## src/rtl/lp_pkg.sv

```systemverilog
package lp_pkg;
  typedef enum logic {
    LPM_LINK    = 1'b0,
    LPM_AUTONEG = 1'b1
  } lp_mode_e;
endpackage

```

## src/rtl/lp_period_timer.sv

```systemverilog
module lp_period_timer
  import lp_pkg::*;
#(
  parameter int unsigned NLP_PERIOD   = 800000,
  parameter int unsigned BURST_PERIOD = 800000,
  localparam int unsigned MAX_PERIOD  = (NLP_PERIOD > BURST_PERIOD) ? NLP_PERIOD : BURST_PERIOD,
  localparam int unsigned CNT_W       = $clog2(MAX_PERIOD)
) (
  input  logic     clk_i,
  input  logic     rst_ni,
  input  logic     en_i,
  input  lp_mode_e mode_i,
  output logic     start_o,
  output lp_mode_e mode_o
);

  logic [CNT_W-1:0] cnt_q;
  lp_mode_e         mode_q;
  logic [CNT_W-1:0] last_cnt;

  assign start_o  = en_i && (cnt_q == '0);
  // mode is taken live in the start cycle, held for the rest of the period
  assign mode_o   = start_o ? mode_i : mode_q;
  assign last_cnt = (mode_o == LPM_AUTONEG) ? CNT_W'(BURST_PERIOD - 1) : CNT_W'(NLP_PERIOD - 1);

  always_ff @(posedge clk_i or negedge rst_ni) begin
    if (!rst_ni) begin
      cnt_q  <= '0;
      mode_q <= LPM_LINK;
    end else if (!en_i) begin
      cnt_q  <= '0;
    end else begin
      cnt_q  <= (cnt_q == last_cnt) ? '0 : cnt_q + 1'b1;
      mode_q <= mode_o;
    end
  end

endmodule

```

## src/rtl/lp_burst_seq.sv

```systemverilog
module lp_burst_seq #(
  parameter int unsigned CODE_W      = 16,
  parameter int unsigned CLK_SPACING = 6250,
  parameter int unsigned DATA_OFS    = 3125,
  localparam int unsigned IDX_W      = $clog2(CODE_W + 1),
  localparam int unsigned SUB_W      = $clog2(CLK_SPACING)
) (
  input  logic              clk_i,
  input  logic              rst_ni,
  input  logic              en_i,
  input  logic              start_i,
  input  logic [CODE_W-1:0] code_i,
  output logic              clk_fire_o,
  output logic              data_fire_o,
  output logic              last_fire_o
);

  logic              active_q;
  logic [SUB_W-1:0]  sub_q;
  logic [IDX_W-1:0]  idx_q;
  logic [CODE_W-1:0] code_q;
  logic              slot_edge;

  assign slot_edge   = active_q && (sub_q == '0);
  // slot 0 clock pulse comes straight from the start cycle
  assign clk_fire_o  = start_i || slot_edge;
  assign last_fire_o = slot_edge && (idx_q == IDX_W'(CODE_W));
  assign data_fire_o = active_q && (sub_q == SUB_W'(DATA_OFS)) &&
                       (idx_q < IDX_W'(CODE_W)) && code_q[0];

  always_ff @(posedge clk_i or negedge rst_ni) begin
    if (!rst_ni) begin
      active_q <= 1'b0;
      sub_q    <= '0;
      idx_q    <= '0;
      code_q   <= '0;
    end else if (!en_i) begin
      active_q <= 1'b0;
      sub_q    <= '0;
      idx_q    <= '0;
    end else if (start_i) begin
      active_q <= 1'b1;
      sub_q    <= SUB_W'(1);
      idx_q    <= '0;
      code_q   <= code_i;
    end else if (active_q) begin
      if (last_fire_o) begin
        active_q <= 1'b0;
      end else if (sub_q == SUB_W'(CLK_SPACING - 1)) begin
        sub_q  <= '0;
        idx_q  <= idx_q + 1'b1;
        code_q <= code_q >> 1;
      end else begin
        sub_q  <= sub_q + 1'b1;
      end
    end
  end

endmodule

```

## src/rtl/lp_pulse_shaper.sv

```systemverilog
module lp_pulse_shaper #(
  parameter int unsigned PULSE_W = 5,
  localparam int unsigned WC_W   = $clog2(PULSE_W + 1)
) (
  input  logic clk_i,
  input  logic rst_ni,
  input  logic en_i,
  input  logic fire_i,
  input  logic last_i,
  output logic pulse_o,
  output logic done_o
);

  logic [WC_W-1:0] wc_q;
  logic            pend_q;
  logic            done_q;
  logic            tail;

  assign pulse_o = (wc_q != '0);
  assign done_o  = done_q;
  // final cycle of the last clock pulse of a burst
  assign tail    = pend_q && (wc_q == WC_W'(1));

  always_ff @(posedge clk_i or negedge rst_ni) begin
    if (!rst_ni) begin
      wc_q   <= '0;
      pend_q <= 1'b0;
      done_q <= 1'b0;
    end else if (!en_i) begin
      wc_q   <= '0;
      pend_q <= 1'b0;
      done_q <= 1'b0;
    end else begin
      if (fire_i)            wc_q <= WC_W'(PULSE_W);
      else if (wc_q != '0)   wc_q <= wc_q - 1'b1;
      if (last_i)            pend_q <= 1'b1;
      else if (tail)         pend_q <= 1'b0;
      done_q <= tail;
    end
  end

endmodule

```

## src/rtl/link_pulse_gen.sv

```systemverilog
module link_pulse_gen
  import lp_pkg::*;
#(
  parameter int unsigned PULSE_W      = 5,
  parameter int unsigned NLP_PERIOD   = 800000,
  parameter int unsigned BURST_PERIOD = 800000,
  parameter int unsigned CLK_SPACING  = 6250,
  parameter int unsigned DATA_OFS     = 3125,
  parameter int unsigned CODE_W       = 16
) (
  input  logic              clk_i,
  input  logic              rst_ni,
  input  logic              en_i,
  input  logic              mode_i,
  input  logic [CODE_W-1:0] code_i,
  output logic              pulse_o,
  output logic              done_o
);

  logic     start;
  lp_mode_e mode_eff;
  logic     link_fire;
  logic     burst_start;
  logic     clk_fire;
  logic     data_fire;
  logic     last_fire;

  lp_period_timer #(
    .NLP_PERIOD  (NLP_PERIOD),
    .BURST_PERIOD(BURST_PERIOD)
  ) i_timer (
    .clk_i  (clk_i),
    .rst_ni (rst_ni),
    .en_i   (en_i),
    .mode_i (lp_mode_e'(mode_i)),
    .start_o(start),
    .mode_o (mode_eff)
  );

  assign link_fire   = start && (mode_eff == LPM_LINK);
  assign burst_start = start && (mode_eff == LPM_AUTONEG);

  lp_burst_seq #(
    .CODE_W     (CODE_W),
    .CLK_SPACING(CLK_SPACING),
    .DATA_OFS   (DATA_OFS)
  ) i_burst (
    .clk_i      (clk_i),
    .rst_ni     (rst_ni),
    .en_i       (en_i),
    .start_i    (burst_start),
    .code_i     (code_i),
    .clk_fire_o (clk_fire),
    .data_fire_o(data_fire),
    .last_fire_o(last_fire)
  );

  lp_pulse_shaper #(
    .PULSE_W(PULSE_W)
  ) i_shaper (
    .clk_i  (clk_i),
    .rst_ni (rst_ni),
    .en_i   (en_i),
    .fire_i (link_fire || clk_fire || data_fire),
    .last_i (last_fire),
    .pulse_o(pulse_o),
    .done_o (done_o)
  );

endmodule

```

## config.mk

```make
export PLATFORM = sky130hd
export DESIGN_NAME = link_pulse_gen
export DESIGN_NICKNAME = d
export VERILOG_FILES = /design/src/rtl/lp_pkg.sv /design/src/rtl/lp_period_timer.sv /design/src/rtl/lp_burst_seq.sv /design/src/rtl/lp_pulse_shaper.sv /design/src/rtl/link_pulse_gen.sv
export SDC_FILE = /design/constraint.sdc
export NUM_CORES = 1
export LEC_CHECK = 0
export BUFFER_PORTS_ARGS = -buffer_cell sky130_fd_sc_hd__buf_4
export CELL_PAD_IN_SITES_DETAIL_PLACEMENT = 0
export CELL_PAD_IN_SITES_GLOBAL_PLACEMENT = 2
export CORE_MARGIN = 2
export CORE_UTILIZATION = 41
export CTS_BUF_LIST = sky130_fd_sc_hd__clkbuf_2
export DETAILED_ROUTE_END_ITERATION = 7
export HOLD_SLACK_MARGIN = 0.08
export PLACE_DENSITY = 0.86
export SYNTH_ARGS = -nofsm -noshare
export SYNTH_HDL_FRONTEND = slang
export SYNTH_SLANG_ARGS = --single-unit
```

## constraint.sdc

```tcl
create_clock -name clk_i -period 3 [get_ports clk_i]
set_input_delay 0.15 -clock clk_i [delete_from_list [all_inputs] [get_ports clk_i]]
set_output_delay 0.15 -clock clk_i [all_outputs]
set_load 0.03 [all_outputs]
```

==> results.tsv, run 1 <==
metric	value	unit
cts_tree	done	
postCtsHoldBufs	19	
numClockSinks	60	
seq_power_share	46.7	%
combPwrFrac	21.8	%
synthFlopType	dfrtp_1	
yosysSeqAreaShare	44.22	%
reg2reg_slack	0.26	ns
critPathKind	reg -> reg	
holdWs	0.1521	ns
max_freq	0.3655	GHz
finalSetupTns	0	ns
ys_ff_latch	60	
syn-instance-count	331	
min_to	i_burst.active_q	
slew_viol_final	0	
synth-warning-count	0	
drt_first_pass_iters	4	
netlist_area	3396	µm²
syn_avg_cell_area	10.26	µm²
worst_pin_slew	0.8755	ns
cts_buffer_depth	2	
vias	2519	
p_per_area	525.8	nW/µm²
cp.arrival	3.18	ns
maxCapViolCount	0	
power_leakage	0.001793	µW
fill_cells	724	
worstHoldStart	mode_i	
syn2layout_area_growth	18.13	%
finalSetupViolCount	0	
synth_top_family_by_area	simple AND/OR/NAND/NOR gates	
numCtsBuffers	9	
peakVddDrop	0.2430	mV
total_power	2109	µW
grt.overflow.total	0	
synthAdderAreaFrac	3.685	%
switching_share	27.10	%
fp.dieH	95.01	µm
slew_headroom	41.63	%
startpoint_type	flip-flop	
core_area	8134	µm²
drc	0	
antenna_left	0	
cts_setup_buffers	0	
status	finished clean	
synth.area.mux_share	14.30	%
finalWeightedCongestion	0.7366	
cp_max_fo	17	
rsz0062_at_grt	no	
worstSkewPairLatency	0.48	ns
synth_edf_count	0	
grt_pass1_vias	2569	
clkPwrFrac	31.5	%
initial_utilization	41.75	%
nets	404	
grt_usage	17.66	%
syn_nets	361	
grt_pass1_wl	12.37	mm
clk_pin_slew_worst_paths	0.19	ns
r2r_end	i_burst.code_q[15]	
wl_per_cell	14.08	µm
port_buffers	21	
hold_class	in -> reg	
antenna_found_initial	0	
hold_viol	0	
drive_gt1_share	21.90	%
p_int	1537	µW
clockRootBuffer	clkbuf_2	
die_area	9026	µm²
hpwl	4.592	mm
routed_wl	6.813	mm
rows	33	
endpoint_kind	flip-flop	
synthArstFlopShare	100.0	%
io_pins	22	
finalCritPeriodShare	91.19	%
skew	0.02639	ns
fin_crit	2.736	ns
switchingPower	571.6	µW
ys_types	45	
rr_startpoint	i_timer.cnt_q[14]	
cp.required	3.44	ns
die_x	95.01	µm
antenna_cells	0	
hold_depth	4	
routed_via_density	5.205	
synth-simple-area-share	22.14	%
grt_max_degree	61	
drt_iter0_drc	139	
synth-compound-area-share	6.338	%
synthXorXnorAreaFrac	5.416	%
htree_num_levels	3	
post_cts_resized	0	
reg2reg_depth	7	
[power by group through the flow]
stage / clock network, µW / registers [µW] / logic (µW)
2_1_floorplan: 0 / 976 / 349
3_3_place_gp: 0 / 1000 / 435
3_5_place_dp: 0 / 999 / 450
4_1_cts: 687 / 987 / 468
5_1_grt: 717 / 1000 / 518
6_report: 664 / 985 / 460
[cell usage after synthesis (all sizes together) (5+ instances only)]
| cell | n | area [µm²] |
|---|---|---|
| a21oi | 16 | 80.08 |
| and3 | 6 | 37.54 |
| clkbuf | 10 | 37.54 |
| dfrtp | 60 | 1501 |
| ha | 10 | 125.1 |
| inv | 16 | 60.06 |
| mux2 | 30 | 375.4 |
| mux2i | 11 | 110.1 |
| nand2 | 16 | 60.06 |
| nand3 | 26 | 130.1 |
| nand3b | 11 | 82.58 |
| nand4 | 10 | 62.56 |
| nor2 | 28 | 105.1 |
| nor3 | 8 | 40.04 |
| o21ai | 7 | 46.30 |
| or3 | 7 | 48.80 |
| or4 | 5 | 42.54 |
| xnor2 | 10 | 87.58 |
| xor2 | 11 | 96.34 |
[per-stage QoR]
step	setup slack (ns)	cell area (µm²)	cells	util (%)
CTS	0.2410	4011	484	49.32
global route	0.1283	4011	484	49.32
floorplan	0.2833	3396	331	-
finish	0.2642	4011	484	49.32
global placement	0.3821	3661	449	45.01
detailed placement	0.3479	3661	449	45.01
[worst max-delay path by stage]
stage                                  from  cells past startpoint            endpoint
after floorplan           i_timer.cnt_q[13]                      6  i_burst.code_q[10]
after global placement    i_timer.cnt_q[15]                      6  i_burst.code_q[11]
after global routing      i_timer.cnt_q[14]                      7  i_burst.code_q[15]
final                     i_timer.cnt_q[14]                      7  i_burst.code_q[15]
after CTS                 i_timer.cnt_q[14]                      7  i_burst.code_q[15]
after detailed placement  i_timer.cnt_q[15]                      6  i_burst.code_q[14]
[kinds of logic after synthesis]
logic type | after synthesis
adders and majority gates | 10
buffers and inverters | 31
and+or+nand+nor | 134
DFF | 60
muxes | 41
xor gates and xnor gates | 21
AOI/OAI and AO/OA | 34
[area by class of cell]
type                    instances  area (µm²)  area share (%)
well taps                     105       131.4           3.275
clock inverters                 7       115.1           2.870
inverters                      17       63.81           1.591
clock buffers                   9       45.04           1.123
multi-input cells             240        1762           43.92
flip-flops and latches         60        1501           37.43
repair buffers                 46       392.9           9.794
[registers in the layout, indices dropped and copies added (netlist names)]
register          flops
i_timer.cnt_q        20
i_burst.code_q       16
i_burst.sub_q        13
i_burst.idx_q         5
i_shaper.wc_q         3
i_burst.active_q      1
i_shaper.done_o       1
i_shaper.pend_q       1
[critical path, cell delays in order, from the launching register on]
cell,delay [ns]
dfrtp_1,0.45
or4_1,0.56
or2_2,0.37
nor4_4,0.27
buf_4,0.29
nand3_1,0.10
dlygate4sd3_1,0.57
nand2_1,0.07
[cell usage in the layout (no fill, tap or decap), drive strengths merged, types with 8 or more instances in the layout]
| master | count |
|---|---|
| nand3 | 26 |
| mux2 | 30 |
| nor2 | 28 |
| xnor2 | 10 |
| inv | 16 |
| nand3b | 11 |
| clkbuf | 9 |
| nand2 | 16 |
| buf | 27 |
| nor3 | 8 |
| a21oi | 16 |
| nand4 | 10 |
| ha | 10 |
| dfrtp | 60 |
| mux2i | 11 |
| xor2 | 11 |
| dlygate4sd3 | 19 |
[per-layer routing]
metal / wire [µm] / global-route usage [%] / up-vias
met5: 0 / 0 / -
met4: 78 / 6.884 / 0
met1: 3299 / 25.04 / 1209
li1: - / - / 1266
met3: 165 / 3.352 / 7
met2: 3269 / 26.71 / 37
Note: power is estimated with default switching activity, not from simulation.
==> inputs of run 2 (changes only) <==
--- a/config.mk
+++ b/config.mk
@@ -5,15 +5,16 @@
 export SDC_FILE = /design/constraint.sdc
 export NUM_CORES = 1
 export LEC_CHECK = 0
+export ABC_AREA = 1
 export BUFFER_PORTS_ARGS = -buffer_cell sky130_fd_sc_hd__buf_4
 export CELL_PAD_IN_SITES_DETAIL_PLACEMENT = 0
 export CELL_PAD_IN_SITES_GLOBAL_PLACEMENT = 2
 export CORE_MARGIN = 2
-export CORE_UTILIZATION = 41
+export CORE_UTILIZATION = 37
 export CTS_BUF_LIST = sky130_fd_sc_hd__clkbuf_2
 export DETAILED_ROUTE_END_ITERATION = 7
 export HOLD_SLACK_MARGIN = 0.08
-export PLACE_DENSITY = 0.86
+export PLACE_DENSITY = 0.87
 export SYNTH_ARGS = -nofsm -noshare
 export SYNTH_HDL_FRONTEND = slang
 export SYNTH_SLANG_ARGS = --single-unit
==> results.tsv, run 2 <==
metric	value	unit	change
status	finished clean		
finalCritPeriodShare	76.47	%	-15 points
syn_avg_cell_area	7.139	µm²	-30%
worstSkewPairLatency	0.48	ns	about the same
cpMaxStageDelayCell	dlygate4sd3_1		
finalSetupViolCount	0		unchanged
max_freq	0.4359	GHz	+19%
finalWeightedCongestion	0.8328		+13%
maxCapViolCount	0		unchanged
grt_usage	17.96	%	+0.30 points
synthXorXnorAreaFrac	4.745	%	-0.67 points
htree_num_levels	3		unchanged
rows	37		+12%
skew	0.005851	ns	-0.02054 ns
hpwl	6.512	mm	+42%
drc	0		unchanged
grt.overflow.total	0		unchanged
numClockSinks	60		unchanged
final_util	43.01	%	-6.3 points
synth-warning-count	0		unchanged
slew_headroom	45.65	%	+4.0 points
post_cts_resized	0		unchanged
critPathKind	reg -> reg		
core_area	10230	µm²	+26%
slew_viol_final	0		unchanged
crit_path_frequent_cell	nand2_2		
rsz0062_at_grt	no		
reg_top3	i_timer.cnt_q (20), i_burst.code_q (16), i_burst.sub_q (13)		
finalSetupTns	0	ns	unchanged
drive_gt1_share	10.81	%	-11 points
nets	608		+50%
synth_top_area_share	38.73	%	-5.5 points
hold_class	in -> reg		
fp.dieH	106.4	µm	+12%
die_x	106.4	µm	+12%
cts_tree	done		
critPathLaunch	i_timer.cnt_q[0]		
grt_pass1_vias	3335		+30%
synth_edf_count	0		unchanged
io_pins	22		unchanged
crit_chain	inv_1, ha_1, nand2_2, clkinv_1, nand2_2, nor2_1, inv_2, nor2_4, nand3_1, dlygate4sd3_1, nand2_1		
reg2reg_depth	11		+4
synthTopCellsByArea	dfrtp_1, nand2_1, nand3_1, nor2_1, inv_1		
cts_buffer_depth	2		unchanged
ys_ff_latch	60		unchanged
largest_register_ffs	20		unchanged
clk_pin_slew_worst_paths	0.18	ns	about the same
cpLargestDelayFamily	simple AND/OR/NAND/NOR gates		
synth_top_family_by_area	simple AND/OR/NAND/NOR gates		
cp.required	3.45	ns	about the same
clockRootBuffer	clkbuf_2		
cp.depth	11		+4
synth-compound-area-share	4.422	%	-1.9 points
syn2layout_area_growth	13.52	%	
fill_cells	1098		+52%
antenna_found_initial	0		unchanged
sequential_cell_area	1501	µm²	unchanged
grt_max_degree	61		unchanged
netlist_area	3876	µm²	+14%
top_register	i_timer.cnt_q		
synth.area.mux_share	0	%	-14 points
synthArstFlopShare	100.0	%	unchanged
synthFlopType	dfrtp_1		
syn-instance-count	543		+64%
grt_pass1_wl	16.32	mm	+32%
die_area	11310	µm²	+25%
yosysMostFrequentCell	nand2_1		
synth-simple-area-share	40.87	%	+19 points
cp.arrival	2.74	ns	-0.44 ns
peakVddDrop	0.2252	mV	-7.3%
multi_input_area	2064	µm²	+17%
routed_via_density	4.854		-6.7%
fin_crit	2.294	ns	-0.4419 ns
drt_iter0_drc	173		+24%
endpoint	i_burst.code_q[15]		
final_cell_mix	nand2_1, nor2_1, nand3_1		
vias	3490		+39%
wl_per_cell	13.02	µm	-7.5%
numCtsBuffers	9		unchanged
r2r_end	i_burst.code_q[15]		
startpoint_type	flip-flop		
antenna_left	0		unchanged
rr_startpoint	i_timer.cnt_q[0]		
final_common_cell	nand2_1		
yosys.area.top_type	dfrtp_1		
max_stage_delay	0.59	ns	+0.02 ns
path_buf_inv	4		+2
port_buffers	21		unchanged
yosys-top-cells-count	nand2_1, nor2_1, nand3_1, dfrtp_1, inv_1		
cp_max_fo	16		-1
routed_wl	9.359	mm	+37%
antenna_cells	0		unchanged
ys_types	35		-22%
endpoint_kind	flip-flop		
p_per_area	397.1	nW/µm²	-24%
reg2reg_slack	0.71	ns	+0.44 ns
initial_utilization	37.89	%	-3.9 points
drt_first_pass_iters	4		unchanged
power_leakage	0.002206	µW	+23%
syn_nets	573		+59%
synthAdderAreaFrac	3.228	%	-0.46 points
hold_viol	0		unchanged
worst_pin_slew	0.8152	ns	-0.06033 ns
yosysSeqAreaShare	38.73	%	-5.5 points
## run 2: metal layers
| metal | vias to the layer above | track usage, % | routed length, µm |
|---|---|---|---|
| met5 | - | 0 | 0 |
| met4 | 0 | 5.451 | 139 |
| met3 | 10 | 3.924 | 374 |
| met2 | 72 | 29.35 | 4399 |
| met1 | 1606 | 23.78 | 4446 |
| li1 | 1802 | - | - |
## run 2: how the worst min path moves through the flow
| stage | cells past startpoint | end | slack (ns) | start |
|---|---|---|---|---|
| finish | 5 | i_burst.code_q[0] | 0.14 | mode_i |
| CTS | 5 | i_burst.code_q[0] | 0.08 | mode_i |
| floorplan | 0 | i_burst.active_q | -0.15 | rst_ni |
| global route | 5 | i_burst.code_q[6] | 0.12 | mode_i |
| global placement | 1 | i_shaper.done_o | 0.30 | rst_ni |
| detailed placement | 1 | i_burst.sub_q[8] | 0.31 | rst_ni |
## run 2: per-stage QoR
step / power [µW] / hold slack [ns] / worst slack [ns] / instance area, µm² / instances
after floorplan: 1139 / -0.1456 / 1.314 / 3876 / 543
after global placement: 1231 / 0.2964 / 0.9078 / 4103 / 684
after detailed placement: 1236 / 0.3104 / 0.8675 / 4103 / 684
after CTS: 1777 / 0.08339 / 0.7197 / 4400 / 719
after global routing: 1855 / 0.1211 / 0.4930 / 4400 / 719
final: 1748 / 0.1384 / 0.7060 / 4400 / 719
## run 2: cells by family (layout without fill, tap and decap cells)
logic type,after synthesis,after routing
simple gates,351,351
buf+inv,71,111
flops,60,60
compound gates,30,30
xor+xnor,21,21
fa+ha+maj,10,10
## run 2: layout make-up
cell class	instances	share of cell area (%)
clock inverters	5	1.194
flip-flops and latches	60	34.12
clock buffers	11	1.251
well taps	136	3.867
repair buffers	40	7.904
inverters	55	4.748
multi-input cells	412	46.91
## run 2: report_power, final
part | internal (µW) | switching (µW) | total [µW] | leakage, µW
sequential | 855 | 33.2 | 889 | 0.000825
clock | 195 | 317 | 512 | 0.0000717
combinational | 132 | 215 | 347 | 0.00131
## run 2: repair_timing
action	4_1_cts	5_1_grt
endpoints found under the hold margin	92	0
buffers inserted	0	0
hold buffers	19	0
## run 2: worst register-to-register path, stage by stage (launching register included)
cell and delay [ns]:
dfrtp_1 0.44, inv_1 0.10, ha_1 0.19, nand2_2 0.05
clkinv_1 0.06, nand2_2 0.06, nor2_1 0.17, inv_2 0.06
nor2_4 0.33, nand3_1 0.14, dlygate4sd3_1 0.59, nand2_1 0.07
